### config.mk
export PLATFORM = sky130hd
export DESIGN_NAME = dsp_dma_bridge
export DESIGN_NICKNAME = d
export VERILOG_FILES = /design/src/rtl/dsp_dma_pkg.sv /design/src/rtl/dsp_dma_sync.sv /design/src/rtl/dsp_dma_strobe.sv /design/src/rtl/dsp_dma_hold_fsm.sv /design/src/rtl/dsp_dma_bridge.sv
export SDC_FILE = /design/constraint.sdc
export NUM_CORES = 1
export LEC_CHECK = 0
export CAP_MARGIN = 20
export CORE_AREA = 3 3 40 42
export CTS_CLUSTER_DIAMETER = 60
export DETAILED_ROUTE_END_ITERATION = 7
export DIE_AREA = 0 0 43 45
export DONT_BUFFER_PORTS = 1
export PLACE_DENSITY = 0.56
export SLEW_MARGIN = 0
export SYNTH_ARGS = -nofsm -noshare
export SYNTH_HDL_FRONTEND = slang
export SYNTH_HIERARCHICAL = 1
export SYNTH_SLANG_ARGS = --single-unit
export TNS_END_PERCENT = 5
### constraint.sdc
create_clock -name clk -period 3.1 [get_ports clk]
set_input_delay 0.62 -clock clk [delete_from_list [all_inputs] [get_ports clk]]
set_output_delay 0.62 -clock clk [all_outputs]
set_load 0.005 [all_outputs]
### src/rtl/dsp_dma_pkg.sv
package dsp_dma_pkg;
  typedef enum logic [1:0] {
    ST_HOST = 2'd0,
    ST_ASK  = 2'd1,
    ST_DMA  = 2'd2,
    ST_GIVE = 2'd3
  } bus_st_e;

  localparam logic OWNER_HOST = 1'b0;
  localparam logic OWNER_DMA  = 1'b1;
endpackage

### src/rtl/dsp_dma_sync.sv
module dsp_dma_sync #(
  parameter int unsigned WIDTH  = 3,
  parameter int unsigned STAGES = 2,
  parameter logic [WIDTH-1:0] RST_VAL = '0
) (
  input  logic             clk,
  input  logic             rst,
  input  logic [WIDTH-1:0] d,
  output logic [WIDTH-1:0] q
);
  logic [WIDTH-1:0] stg [STAGES];

  always_ff @(posedge clk) begin
    if (rst) begin
      for (int i = 0; i < STAGES; i++) stg[i] <= RST_VAL;
    end else begin
      stg[0] <= d;
      for (int i = 1; i < STAGES; i++) stg[i] <= stg[i-1];
    end
  end

  assign q = stg[STAGES-1];
endmodule

### src/rtl/dsp_dma_strobe.sv
module dsp_dma_strobe (
  input  logic clk,
  input  logic rst,
  input  logic io_sel_n,
  input  logic rd_n,
  input  logic wr_n,
  input  logic block,
  output logic ior_n,
  output logic iow_n
);
  always_ff @(posedge clk) begin
    if (rst) begin
      ior_n <= 1'b1;
      iow_n <= 1'b1;
    end else begin
      ior_n <= io_sel_n | rd_n | block;
      iow_n <= io_sel_n | wr_n | block;
    end
  end
endmodule

### src/rtl/dsp_dma_hold_fsm.sv
module dsp_dma_hold_fsm
  import dsp_dma_pkg::*;
(
  input  logic clk,
  input  logic rst,
  input  logic req_s,
  input  logic hack_n_s,
  output logic hold_n,
  output logic hlda,
  output logic owner,
  output logic owner_nxt
);
  bus_st_e st_q, st_d;

  always_comb begin
    st_d = st_q;
    unique case (st_q)
      ST_HOST: if (req_s) st_d = ST_ASK;
      ST_ASK: begin
        if (!hack_n_s)  st_d = ST_DMA;
        else if (!req_s) st_d = ST_HOST;
      end
      ST_DMA:  if (!req_s) st_d = ST_GIVE;
      ST_GIVE: if (hack_n_s) st_d = ST_HOST;
      default: st_d = ST_HOST;
    endcase
  end

  assign owner_nxt = (st_d == ST_DMA || st_d == ST_GIVE) ? OWNER_DMA : OWNER_HOST;

  always_ff @(posedge clk) begin
    if (rst) begin
      st_q   <= ST_HOST;
      hold_n <= 1'b1;
      hlda   <= 1'b0;
      owner  <= OWNER_HOST;
    end else begin
      st_q   <= st_d;
      hold_n <= !(st_d == ST_ASK || st_d == ST_DMA);
      hlda   <= owner_nxt;
      owner  <= owner_nxt;
    end
  end
endmodule

### src/rtl/dsp_dma_bridge.sv
module dsp_dma_bridge #(
  parameter int unsigned SYNC_STAGES = 2
) (
  input  logic clk,
  input  logic rst,
  input  logic dsp_io_sel_n,
  input  logic dsp_rd_n,
  input  logic dsp_wr_n,
  input  logic dsp_hack_n,
  input  logic dmac_hreq,
  input  logic per_irq,
  input  logic host_rst,
  output logic isa_ior_n,
  output logic isa_iow_n,
  output logic dsp_hold_n,
  output logic dmac_hlda,
  output logic dsp_irq_n,
  output logic per_rst,
  output logic bus_owner
);
  localparam int unsigned NSYNC = 3;
  localparam logic [NSYNC-1:0] SYNC_RST = 3'b010;

  logic [NSYNC-1:0] async_in, synced;
  logic req_s, hack_n_s, irq_s, owner_nxt;

  assign async_in = {per_irq, dsp_hack_n, dmac_hreq};
  assign req_s    = synced[0];
  assign hack_n_s = synced[1];
  assign irq_s    = synced[2];

  dsp_dma_sync #(.WIDTH(NSYNC), .STAGES(SYNC_STAGES), .RST_VAL(SYNC_RST)) u_sync (
    .clk(clk), .rst(rst), .d(async_in), .q(synced)
  );

  dsp_dma_hold_fsm u_fsm (
    .clk(clk), .rst(rst), .req_s(req_s), .hack_n_s(hack_n_s),
    .hold_n(dsp_hold_n), .hlda(dmac_hlda), .owner(bus_owner), .owner_nxt(owner_nxt)
  );

  dsp_dma_strobe u_strb (
    .clk(clk), .rst(rst), .io_sel_n(dsp_io_sel_n), .rd_n(dsp_rd_n), .wr_n(dsp_wr_n),
    .block(owner_nxt), .ior_n(isa_ior_n), .iow_n(isa_iow_n)
  );

  always_ff @(posedge clk) begin
    if (rst) begin
      dsp_irq_n <= 1'b1;
      per_rst   <= 1'b1;
    end else begin
      dsp_irq_n <= ~irq_s;
      per_rst   <= host_rst;
    end
  end
endmodule

==> qor.log <==
[logic_synthesis] number of synthesized flops with an enable pin 0
[logic_synthesis] Warnings, synthesis 6
[final_layout] area taken by flip-flops and latches 260 um2
[worst_setup_path] peak fanout along the critical path 7
[timing] max-slew violations 0
[timing] final clock skew 0.00669 ns
[floorplan] count of boundary I/O pins 16
[pwr] static leakage 0.000173 uW
[final_layout] Filler cells 133
[logic_synthesis] net count of the mapped netlist 46
[timing] PnR worst setup slack 1.72 ns
[timing] worst hold-check slack 0.374 ns
[logic_synthesis] fraction of the mapped netlist area in adder cells 0%
[placement] post-placement setup slack 1.84 ns
[timing] Peak Freq 726 MHz
[worst_setup_path] worst path arrival time 0.76 ns
[worst_setup_path] type of element capturing the critical path primary output
[clock_network] TritonCTS Sinks 13
[worst_setup_path] Worst Path Required 2.48 ns
[grt] wire length of the first global-routing pass 862 um
[hold_path] cell depth of the worst hold path 1
[detailed_routing] number of DRC violations after detailed-routing iteration 0 3
[timing] sum of negative setup slack 0 ns
[floorplan] DIE AREA 1940 um2
[grt] via count of the first global-routing pass 224
[clock_network] post-cts sizing count 0
[clock_network] quantity of hold-fixing buffers added after cts 0
[pwr] portion of total power attributed to sequential cells 62.9%
[clock_network] clock transition at the registers of the reported paths 0.07 ns
[worst_setup_path] startpoint type of the worst setup path flip-flop
[timing] final period utilization 44.4%
[logic_synthesis] Post-Syn Area per Cell 11.6 um2
[placement] Routability Congestion 0.547
[pwr] Int Power 228 uW
[logic_synthesis] Mapped Cells 37
[floorplan] initial standard-cell utilization of the core 33.5%
[detailed_routing] DRC 0
[floorplan] core area 1280 um2
[logic_synthesis] dominant combinational cell family by area after synthesis simple AND/OR/NAND/NOR gates
[timing] Slew @ Worst Pin 0.287 ns
[logic_synthesis] most used flip-flop cell after synthesis dfxtp_1
[detailed_routing] per-cell via count in the routed design 4.60
[timing] RSZ-0062 raised after global routing false
[logic_synthesis] synth unique cells 14
[grt] initial antenna violation count 0
[floorplan] Die H 45 um
[flow_run] max-capacitance violation count 0
[grt] GRT Total Usage 6.70%
[clock_network] later-pin clock latency in the skew report 0.27 ns
[pwr] clock network power share 34.8%
[final_layout] layout cells sized above 1 13.5%
[final_layout] Area Growth Syn to Fin 3.49%
[logic_synthesis] Compound-Gate Fraction of Synth Area 8.72%
[outcome] result of the run finished, final reports clean
[worst_setup_path] Reg2Reg Depth 3
[clock_network] Post-CTS Repair Setup Buffers 0
[detailed_routing] Avg WL per Cell 10.7 um
[pwr] Net Switching 53.3 uW
[logic_synthesis] register bit total from synthesis 13
[grt] global route overflow 0
[detailed_routing] number of nets still failing antenna checks after routing 0
[logic_synthesis] netlist area before placement 430 um2
[pwr] combinational cell fraction of total power 2.4%
[final_layout] antenna diode count 0
[detailed_routing] via count 239
[final_layout] total area of multi-input combinational cells 136 um2
[pwr] switching share of power 18.9%
[hold_path] Hold WC Path Type flip-flop to flip-flop
[logic_synthesis] portion of netlist area occupied by mux cells 0%
[clock_network] CTS H-Tree Depth 1
[logic_synthesis] Simple-Gate Fraction of Synth Area 20.9%
[timing] Final Setup Violations 0
[logic_synthesis] proportion of synthesized chip area in sequential cells 60.5%
[floorplan] horizontal die dimension 43 um
[detailed_routing] post-detailed-routing wire length 555 um
[clock_network] CTS Buf Count 3
[clock_network] CTS root buf clkbuf_4
[worst_setup_path] path type of the worst setup path flip-flop to primary output
[timing] Final Hold Violating Endpoints 0
[timing] final worst path period need 1.38 ns
[clock_network] maximum clock path buffer count 2
[logic_synthesis] async set-reset flop share out of synthesis 0%
[worst_setup_path] register-to-register path setup slack 1.87 ns
[worst_setup_path] WP depth 0
[pwr] total power divided by cell area 632 nW/um2
[grt] pin count of the biggest net entering global routing 14
[clock_network] clock tree from TritonCTS yes
[placement] input/output buffers 0
[detailed_routing] number of iterations in the first detailed-routing pass 2
[logic_synthesis] parity-gate share of the synthesized area counting xor and xnor cells 2.03%
[pwr] largest voltage drop on the vdd net 0.303 mV
[floorplan] Row Count 13
[final_layout] Layout Nets 47
[timing] worst slew margin relative to its limit 80.8%
[cell families after synthesis]
kind of cell           after synthesis
AND/OR/NAND/NOR                     14
AO/OA/AOI/OAI                        4
flip-flops                          13
XOR/XNOR                             1
buffers and inverters                5
[cell usage after synthesis, types with 2 or more instances]
| cell | count | area share, % |
|---|---|---|
| dfxtp_1 | 13 | 60 |
| or2_1 | 3 | 4.4 |
| nand2b_1 | 2 | 2.9 |
| buf_4 | 4 | 7.0 |
| or4_1 | 2 | 3.5 |
| nor2b_1 | 5 | 7.3 |
[power by group through the flow]
stage	Clock, uW	Combinational [uW]	Sequential (uW)
after global routing	113	7.50	178
after global placement	0	6.32	181
after detailed placement	0	6.78	181
after CTS	104	6.80	177
final	97.8	6.71	177
after floorplan	0	8.76	180
[layout by cell type, fill, tap and decap left out]
master     n
a221oi_2   1
inv_1      1
clkbuf_4   3
or2_1      3
clkbuf_1   1
dfxtp_1   13
xnor2_1    1
o21bai_1   1
nand2_1    1
or4_1      2
nor2b_1    5
a21oi_1    1
nand2b_2   1
a221o_1    1
nand2b_1   2
[registers in the layout, summed over array words and instances, names as in the netlist]
name          count
u_sync/stg        6
dsp_irq_n         1
per_rst           1
u_fsm/hold_n      1
u_fsm/owner       1
u_fsm/st_q        1
u_strb/ior_n      1
u_strb/iow_n      1
[path summary, 6_finish.rpt]
check	startpoint	end
max	u_fsm/owner$_SDFF_PP0_	bus_owner
min	u_sync/stg[0][5]$_SDFF_PP0_	dsp_irq_n$_SDFF_PP1_
min reg2reg	u_sync/stg[0][5]$_SDFF_PP0_	dsp_irq_n$_SDFF_PP1_
max reg2reg	u_fsm/st_q[0]$_SDFF_PP0_	u_strb/iow_n$_SDFF_PP1_
[metrics by stage]
step	util [%]	power, uW	instances	instance area (um2)
3_5_place_dp	32.6	188	48	419
4_1_cts	34.7	287	52	445
2_1_floorplan	-	188	37	430
6_report	34.7	281	52	445
5_1_grt	34.7	298	52	445
3_3_place_gp	32.6	187	48	419
[area by class of cell]
cell class                      count  share of cell area (%)
Multi-Input combinational cell     19                    30.6
Sequential cell                    13                    58.4
Inverter                            1                   0.843
Tap cell                           15                    4.21
Clock buffer                        4                    5.90
[layer usage]
layer  track usage (%)  part of all wire [%]  wire length (um)  up-vias
li1                  -                     -                 -      119
met1              4.90                    37               203      107
met2              11.4                    48               264       13
met3              6.37                    16                87        0
met4              3.61                     0                 0        0
met5                 0                     0                 0        -
Note: power is estimated with default switching activity, not from simulation.
